`config.mk`:
```
export PLATFORM = sky130hd
export DESIGN_NAME = zoneBusBridge
export DESIGN_NICKNAME = d
export VERILOG_FILES = /design/src/rtl/zoneBusPkg.sv /design/src/rtl/zoneCfgRegs.sv /design/src/rtl/zoneBusCtrl.sv /design/src/rtl/zoneBusDatapath.sv /design/src/rtl/zoneBusBridge.sv
export SDC_FILE = /design/constraint.sdc
export NUM_CORES = 1
export LEC_CHECK = 0
export BUFFER_PORTS_ARGS = -buffer_cell sky130_fd_sc_hd__buf_2
export CORE_MARGIN = 10
export CORE_UTILIZATION = 47
export DETAILED_ROUTE_END_ITERATION = 8
export PLACE_DENSITY = 0.77
export SLEW_MARGIN = 15
export SYNTH_ARGS = -nofsm -noshare
export SYNTH_HDL_FRONTEND = slang
export SYNTH_SLANG_ARGS = --single-unit
```
`constraint.sdc`:
```
create_clock -name clk -period 1.75 [get_ports clk]
set_input_delay 0.35 -clock clk [delete_from_list [all_inputs] [get_ports clk]]
set_output_delay 0.35 -clock clk [all_outputs]
set_load 0.01 [all_outputs]
```
`src/rtl/zoneBusPkg.sv`:
```
package zoneBusPkg;
  localparam int ZONE_COUNT = 3;
  localparam int IDX_W = $clog2(ZONE_COUNT);
  localparam int CNT_W = 3;
  localparam int ZSEL_W = 3;

  typedef struct packed {
    logic [CNT_W-1:0] trail;
    logic [CNT_W-1:0] active;
    logic [CNT_W-1:0] lead;
  } phaseCfg_t;

  typedef struct packed {
    logic      readyEn;
    phaseCfg_t wr;
    phaseCfg_t rd;
  } zoneCfg_t;

  localparam int CFG_W = $bits(zoneCfg_t);

  typedef struct packed {
    logic loadReq;
    logic latchRd;
    logic busOn;
    logic strobeOn;
  } dpCtl_t;

  typedef enum logic [2:0] {
    ST_IDLE, ST_LEAD, ST_ACTIVE, ST_TRAIL, ST_DONE
  } phase_e;

  // zone number to one-hot chip-select slot; unmapped numbers give zero
  function automatic logic [ZONE_COUNT-1:0] zoneHotOf(input logic [ZSEL_W-1:0] num);
    logic [ZONE_COUNT-1:0] hot;
    case (num)
      3'd0:    hot = 3'b001;
      3'd6:    hot = 3'b010;
      3'd7:    hot = 3'b100;
      default: hot = 3'b000;
    endcase
    return hot;
  endfunction

  function automatic logic [IDX_W-1:0] hotToIdx(input logic [ZONE_COUNT-1:0] hot);
    logic [IDX_W-1:0] idx;
    idx = '0;
    for (int i = 0; i < ZONE_COUNT; i++)
      if (hot[i]) idx = IDX_W'(i);
    return idx;
  endfunction
endpackage

```
`src/rtl/zoneCfgRegs.sv`:
```
module zoneCfgRegs
  import zoneBusPkg::*;
(
  input  logic                        clk,
  input  logic                        rstN,
  input  logic                        cfgWe,
  input  logic [1:0]                  cfgSel,
  input  zoneCfg_t                    cfgWord,
  output zoneCfg_t [ZONE_COUNT-1:0]   cfgArr
);
  for (genvar z = 0; z < ZONE_COUNT; z++) begin : gZone
    always_ff @(posedge clk or negedge rstN) begin
      if (!rstN)
        cfgArr[z] <= '0;
      else if (cfgWe && cfgSel == 2'(z))
        cfgArr[z] <= cfgWord;
    end
  end
endmodule

```
`src/rtl/zoneBusCtrl.sv`:
```
module zoneBusCtrl
  import zoneBusPkg::*;
(
  input  logic                      clk,
  input  logic                      rstN,
  input  logic                      reqValid,
  input  logic                      reqWrite,
  input  logic [ZSEL_W-1:0]         reqZoneNum,
  input  zoneCfg_t [ZONE_COUNT-1:0] cfgArr,
  input  logic                      xReady,
  output logic                      portReady,
  output logic                      doneValid,
  output logic                      doneErr,
  output dpCtl_t                    dpCtl
);
  phase_e            state;
  logic [CNT_W-1:0]  cnt;
  phaseCfg_t         phaseQ;
  logic              readyEnQ;
  logic              errQ;
  logic              syncStage1;
  logic              readySync;

  logic [ZONE_COUNT-1:0] reqHot;
  logic                  reqHit;
  logic [IDX_W-1:0]      reqIdx;
  zoneCfg_t              reqCfg;
  phaseCfg_t             reqPhase;
  logic                  accept;
  logic                  activeExit;

  always_comb begin
    reqHot     = zoneHotOf(reqZoneNum);
    reqHit     = |reqHot;
    reqIdx     = hotToIdx(reqHot);
    reqCfg     = cfgArr[reqIdx];
    reqPhase   = reqWrite ? reqCfg.wr : reqCfg.rd;
    portReady  = (state == ST_IDLE);
    accept     = portReady && reqValid;
    activeExit = (state == ST_ACTIVE) && (cnt == '0) && (!readyEnQ || readySync);
    doneValid  = (state == ST_DONE);
    doneErr    = doneValid && errQ;
  end

  always_comb begin
    dpCtl.loadReq  = accept && reqHit;
    dpCtl.latchRd  = activeExit;
    dpCtl.busOn    = (state == ST_LEAD) || (state == ST_ACTIVE) || (state == ST_TRAIL);
    dpCtl.strobeOn = (state == ST_ACTIVE);
  end

  // two-flop synchronizer for the asynchronous ready pin
  always_ff @(posedge clk or negedge rstN) begin
    if (!rstN) begin
      syncStage1 <= 1'b0;
      readySync  <= 1'b0;
    end else begin
      syncStage1 <= xReady;
      readySync  <= syncStage1;
    end
  end

  always_ff @(posedge clk or negedge rstN) begin
    if (!rstN) begin
      state    <= ST_IDLE;
      cnt      <= '0;
      phaseQ   <= '0;
      readyEnQ <= 1'b0;
      errQ     <= 1'b0;
    end else begin
      case (state)
        ST_IDLE: begin
          if (accept) begin
            if (reqHit) begin
              state    <= ST_LEAD;
              cnt      <= reqPhase.lead;
              phaseQ   <= reqPhase;
              readyEnQ <= reqCfg.readyEn;
              errQ     <= 1'b0;
            end else begin
              state <= ST_DONE;
              errQ  <= 1'b1;
            end
          end
        end
        ST_LEAD: begin
          if (cnt == '0) begin
            state <= ST_ACTIVE;
            cnt   <= phaseQ.active;
          end else begin
            cnt <= cnt - 1'b1;
          end
        end
        ST_ACTIVE: begin
          if (cnt != '0) begin
            cnt <= cnt - 1'b1;
          end else if (activeExit) begin
            state <= ST_TRAIL;
            cnt   <= phaseQ.trail;
          end
        end
        ST_TRAIL: begin
          if (cnt == '0) state <= ST_DONE;
          else           cnt   <= cnt - 1'b1;
        end
        ST_DONE:  state <= ST_IDLE;
        default:  state <= ST_IDLE;
      endcase
    end
  end

  assert_miss_done_R2: assert property (@(posedge clk) disable iff (!rstN)
    (accept && !reqHit) |=> (doneValid && doneErr));

  assert_wait_count_R8: assert property (@(posedge clk) disable iff (!rstN)
    (state == ST_ACTIVE && cnt != '0) |=> (state == ST_ACTIVE));

  assert_ready_gate_R8: assert property (@(posedge clk) disable iff (!rstN)
    (state == ST_ACTIVE && readyEnQ && !readySync) |=> (state == ST_ACTIVE));

  assert_done_pulse_R9: assert property (@(posedge clk) disable iff (!rstN)
    doneValid |=> !doneValid);

  assert_busy_done_R9: assert property (@(posedge clk) disable iff (!rstN)
    doneValid |=> portReady);
endmodule

```
`src/rtl/zoneBusDatapath.sv`:
```
module zoneBusDatapath
  import zoneBusPkg::*;
#(
  parameter int ADDR_W = 20,
  parameter int DATA_W = 32
) (
  input  logic                      clk,
  input  logic                      rstN,
  input  dpCtl_t                    dpCtl,
  input  logic                      reqWrite,
  input  logic [ADDR_W+ZSEL_W-1:0]  reqAddr,
  input  logic [DATA_W-1:0]         reqWdata,
  input  logic [DATA_W-1:0]         xDataIn,
  output logic [DATA_W-1:0]         rdData,
  output logic [ADDR_W-1:0]         xAddr,
  output logic [DATA_W-1:0]         xDataOut,
  output logic                      xDataOe,
  output logic [ZONE_COUNT-1:0]     xCsN,
  output logic                      xRdN,
  output logic                      xWrN
);
  logic [ADDR_W-1:0]     addrQ;
  logic [DATA_W-1:0]     wdataQ;
  logic [DATA_W-1:0]     rdataQ;
  logic [ZONE_COUNT-1:0] zoneHotQ;
  logic                  writeQ;

  always_ff @(posedge clk or negedge rstN) begin
    if (!rstN) begin
      addrQ    <= '0;
      wdataQ   <= '0;
      zoneHotQ <= '0;
      writeQ   <= 1'b0;
    end else if (dpCtl.loadReq) begin
      addrQ    <= reqAddr[ADDR_W-1:0];
      wdataQ   <= reqWdata;
      zoneHotQ <= zoneHotOf(reqAddr[ADDR_W +: ZSEL_W]);
      writeQ   <= reqWrite;
    end
  end

  always_ff @(posedge clk or negedge rstN) begin
    if (!rstN)                           rdataQ <= '0;
    else if (dpCtl.latchRd && !writeQ)   rdataQ <= xDataIn;
  end

  always_comb begin
    xAddr    = addrQ;
    xDataOut = wdataQ;
    xDataOe  = dpCtl.busOn && writeQ;
    xCsN     = ~(zoneHotQ & {ZONE_COUNT{dpCtl.busOn}});
    xRdN     = ~(dpCtl.strobeOn && !writeQ);
    xWrN     = ~(dpCtl.strobeOn && writeQ);
    rdData   = rdataQ;
  end

  assert_single_cs_R1: assert property (@(posedge clk) disable iff (!rstN)
    $onehot0(~xCsN));

  assert_strobe_in_cs_R4: assert property (@(posedge clk) disable iff (!rstN)
    (!xRdN || !xWrN) |-> (xCsN != '1));

  assert_addr_stable_R5: assert property (@(posedge clk) disable iff (!rstN)
    ($past(dpCtl.busOn) && dpCtl.busOn) |-> ($stable(xAddr) && $stable(xCsN)));

  assert_wdata_stable_R6: assert property (@(posedge clk) disable iff (!rstN)
    ($past(xDataOe) && xDataOe) |-> $stable(xDataOut));
endmodule

```
`src/rtl/zoneBusBridge.sv`:
```
module zoneBusBridge
  import zoneBusPkg::*;
#(
  parameter int ADDR_W = 20,
  parameter int DATA_W = 32
) (
  input  logic                      clk,
  input  logic                      rstN,
  input  logic                      reqValid,
  input  logic                      reqWrite,
  input  logic [ADDR_W+ZSEL_W-1:0]  reqAddr,
  input  logic [DATA_W-1:0]         reqWdata,
  output logic                      portReady,
  output logic                      doneValid,
  output logic                      doneErr,
  output logic [DATA_W-1:0]         rdData,
  input  logic                      cfgWe,
  input  logic [1:0]                cfgSel,
  input  logic [CFG_W-1:0]          cfgWord,
  output logic [ADDR_W-1:0]         xAddr,
  output logic [DATA_W-1:0]         xDataOut,
  output logic                      xDataOe,
  input  logic [DATA_W-1:0]         xDataIn,
  output logic [ZONE_COUNT-1:0]     xCsN,
  output logic                      xRdN,
  output logic                      xWrN,
  input  logic                      xReady
);
  zoneCfg_t [ZONE_COUNT-1:0] cfgArr;
  dpCtl_t                    dpCtl;

  zoneCfgRegs regs_i (
    .clk     (clk),
    .rstN    (rstN),
    .cfgWe   (cfgWe),
    .cfgSel  (cfgSel),
    .cfgWord (zoneCfg_t'(cfgWord)),
    .cfgArr  (cfgArr)
  );

  zoneBusCtrl ctrl_i (
    .clk        (clk),
    .rstN       (rstN),
    .reqValid   (reqValid),
    .reqWrite   (reqWrite),
    .reqZoneNum (reqAddr[ADDR_W +: ZSEL_W]),
    .cfgArr     (cfgArr),
    .xReady     (xReady),
    .portReady  (portReady),
    .doneValid  (doneValid),
    .doneErr    (doneErr),
    .dpCtl      (dpCtl)
  );

  zoneBusDatapath #(.ADDR_W(ADDR_W), .DATA_W(DATA_W)) dp_i (
    .clk      (clk),
    .rstN     (rstN),
    .dpCtl    (dpCtl),
    .reqWrite (reqWrite),
    .reqAddr  (reqAddr),
    .reqWdata (reqWdata),
    .xDataIn  (xDataIn),
    .rdData   (rdData),
    .xAddr    (xAddr),
    .xDataOut (xDataOut),
    .xDataOe  (xDataOe),
    .xCsN     (xCsN),
    .xRdN     (xRdN),
    .xWrN     (xWrN)
  );
endmodule

```
==> parameters.txt <==
Parameter                              Value

Run status
  Run status    finished with violations
  Failing checks    negative setup slack

Finish
  Number of diodes added for antenna fixing    0
  Number of fillers in the final layout    1062
  Reg area    4030 um2
  Non-Filler Instances    953
  Net total in the final layout    873
  Synth-to-Final Area Change    36.6%
  Share of post-route cells with drive strength above 1    61.8%
  Multi-input combinational cell area    2810 um2

Placement
  Number of I/O port buffers    206
  Worst setup slack before clock tree synthesis    -0.0980 ns
  Number of cells after detailed placement    889
  Detail Placement HPWL    13400 um
  Final weighted congestion in routability-driven placement    0.833

Die
  Die footprint    20000 um2
  Die Span Y    141 um
  Boundary pin count    207
  Placement row count    44
  Starting Density    47.8%
  Die W    141 um
  Core ar.    14500 um2

Clock network
  Clock latency of the later-clocked register in the worst-skew pair    0.42 ns
  Clock root buffer    clkbuf_16
  CTS Sinks    161
  Clock-pin slew of the registers on the worst-case setup and hold paths    0.06 ns
  CTS tree    built
  Buffer levels on the longest clock path    2
  CTS buffer count    17
  CTS H-Tree Depth    4

Setup path
  Category of the critical setup timing path    flip-flop to primary output
  Endpoint class of the critical path    primary output
  Crit path arrival time    1.52 ns
  Setup crit start kind    flip-flop
  Worst path top cell family by delay    simple AND/OR/NAND/NOR gates
  Maximum net fanout on the critical path    2
  Master of the slowest instance on the critical path    dfrtp_1
  Critical path cell sequence    nor2_2 > nand2_2 > or2_4 > buf_6 > buf_6
  Cell repeated most along the worst path    buf_6
  Data required, critical path    1.40 ns
  Crit path largest cell delay    0.40 ns
  Critical path buffer and inverter count    2

STA
  Post-route setup TNS    -2.64 ns
  Clock skew    0.00755 ns
  RSZ-0062 raised after global routing    true
  Share of the cycle needed by the critical path after routing    107%
  Rel. slew slack    77.5%
  Min cycle time layout    1.87 ns
  Hold WS    0.0455 ns
  Final Hold Fails    0
  Maximum achievable frequency    535 MHz
  Total of endpoints with negative setup slack in the final report    46
  Final count of pins violating max slew    0
  Least-Margin Pin Slew    0.337 ns
  Smallest setup slack after layout    -0.118 ns

Power and ir drop
  Switching part of the total power    31.8%
  Sw power    0.00485 W
  Lkg Pwr    4.55 nW
  Portion of total power attributed to combinational logic    39.2%
  Cell area power density    1610 nW/um2
  Worst voltage drop across the vdd grid    0.000842 V
  Sequential Power Share    38.7%
  Share of power burned in the clock network    22.1%
  Internal portion of total power    0.0104 W

Drt
  Via count    5018
  Metal-1 WL    7380 um
  Top Metal Used    met4
  Routed WL per cell    19.7 um
  Number of DRC violations after detailed-routing iteration 0    218
  Vias per std cell    5.27
  Routed wl met3    1590 um
  Wire length on met2    9580 um
  Wire length reported by the detailed router    18800 um
  Post-route ant nets    0
  DR pass1 iterations    4
  DRC errors left    0

Yosys
  Top FF cell, synth    dfrtp_1
  Leading cell types by count after synthesis    161 x dfrtp_1, 130 x mux2_2, 31 x nand2_1
  Number of flip-flops and latches in the synthesized netlist    161
  Fraction of post-synthesis cell area in the top cell type by area    58.2%
  Net count after synthesis    611
  Most used standard cell by instance count after synthesis    dfrtp_1
  Post-synth EDFFs    0
  Post-synthesis async set-or-reset flop share    100%
  Mean area per synthesized cell    14.0 um2
  Largest cells by area after synthesis    dfrtp_1 58%, mux2_2 21%, mux2_4 3.5%, mux2i_1 2.2%, nand2_1 1.7%
  Count of different cell masters after synthesis    45
  Cell type contributing the most total cell area after synthesis    dfrtp_1
  Warnings from Yosys    0
  Post-synthesis instance area    6920 um2
  Cell count after synthesis    495
  Fraction of the yosys area taken by sequential cells    58.2%

Global routing
  Antenna violations before repair    0
  Maximum number of pins on one net before global-route repair    53
  GRT Residual Overflow    0
  Global-route total usage across every layer    17.5%
  First-pass GRT wire length    28100 um
  Via count of the first global-routing pass    5341

Hold path
  Worst hold-check path type    primary input to flip-flop

Run
  Max-cap check violation count    0
==> metrics by stage <==
step                total power, W  instance area, um2  utilization (%)
CTS                         0.0149                9100             62.8
global route                0.0162                9450             65.3
detailed placement          0.0111                8340             57.6
finish                      0.0152                9450             65.3
floorplan                  0.00877                6930                -
global placement            0.0108                8340             57.6
==> cell families (layout without fill, tap and decap cells) <==
logic type	after synthesis	in the layout	share of synthesized area (%)
buffers and inverters	35	309	2.87
and+or+nand+nor	73	73	5.57
muxes	164	164	27.6
DFF	161	161	58.2
xor gates and xnor gates	1	1	0.127
adders and majority gates	2	2	0.362
AOI/OAI and AO/OA	59	59	5.24
==> flip-flops by register name (all words and copies together) (netlist names) <==
name               count
ctrl_i.cnt             3
ctrl_i.errQ            1
ctrl_i.phaseQ          6
ctrl_i.readyEnQ        1
ctrl_i.readySync       1
ctrl_i.state           3
ctrl_i.syncStage1      1
dp_i.rdData           32
dp_i.writeQ            1
dp_i.xAddr            20
dp_i.xDataOut         32
dp_i.zoneHotQ          3
regs_i.cfgArr         57
==> placed cells by master, fill, tap and decap left out, types with 2 or more instances in the layout <==
cell        synthesis  layout
a211oi_1            9       8
a21oi_1            17      13
a21oi_2             0       4
a311oi_1            4       3
and2_1              4       3
buf_12              0       6
buf_2              12     197
buf_4               0      37
buf_6               7      24
clkbuf_1            7       6
clkbuf_16           0      22
clkinv_4            0       2
clkinvlp_4          0       3
dfrtp_1           161     161
inv_1               6       4
inv_2               0       2
mux2_2            130     130
mux2_4             16      17
mux2i_1            15      15
mux4_2              2       2
nand2_1            31      27
nand2_2             0       3
nand2_4             1       2
nand2b_1            3       3
nand3b_1            2       2
nor2_1             15      12
nor2_4              0       2
nor3_2              1       2
o21ai_0            19      18
o22ai_1             2       2
or3_4               1       2
==> layout make-up <==
type | instances | area share (%)
flip-flops and latches | 161 | 42.6
multi-input cells | 299 | 29.7
repair buffers | 272 | 19.4
inverters | 6 | 0.238
clock inverters | 8 | 0.887
clock buffers | 23 | 4.74
well taps | 184 | 2.44
==> worst paths after layout <==
check / startpoint / to / slack (ns) / cells after the start
hold / removal: xReady / ctrl_i.syncStage1 / 0.05 / 1
hold reg to reg: ctrl_i.syncStage1 / ctrl_i.readySync / 0.35 / 0
setup / recovery: ctrl_i.state[2] / xRdN / -0.12 / 5
max in group asynchronous: rstN / regs_i.cfgArr[33] / 0.78 / 3
min in group asynchronous: rstN / dp_i.xDataOut[3] / 0.38 / 2
setup reg to reg: ctrl_i.state[2] / dp_i.rdData[10] / -0.08 / 7
==> timing repair <==
action,4_1_cts,5_1_grt
buffers inserted,18,8
hold buffers,1,0
resized for setup,24,30
hold endpoints to repair,26,0
pin swaps,8,12
setup endpoints to repair,9,92
cloned,0,9
==> layer usage <==
layer  vias up  track usage (%)
met5         -                0
met4         0             4.78
met3        19             6.04
met2       190             29.7
met1      2522             20.6
li1       2287                -
==> power groups by stage <==
| stage | Sequential, W | Clock [W] | Combinational, W |
|---|---|---|---|
| 3_5_place_dp | 0.00594 | 0 | 0.00514 |
| 2_1_floorplan | 0.00631 | 0 | 0.00245 |
| 6_report | 0.00590 | 0.00337 | 0.00597 |
| 3_3_place_gp | 0.00583 | 0 | 0.00498 |
| 4_1_cts | 0.00589 | 0.00345 | 0.00560 |
| 5_1_grt | 0.00608 | 0.00361 | 0.00646 |
Note: power is estimated with default switching activity, not from simulation.
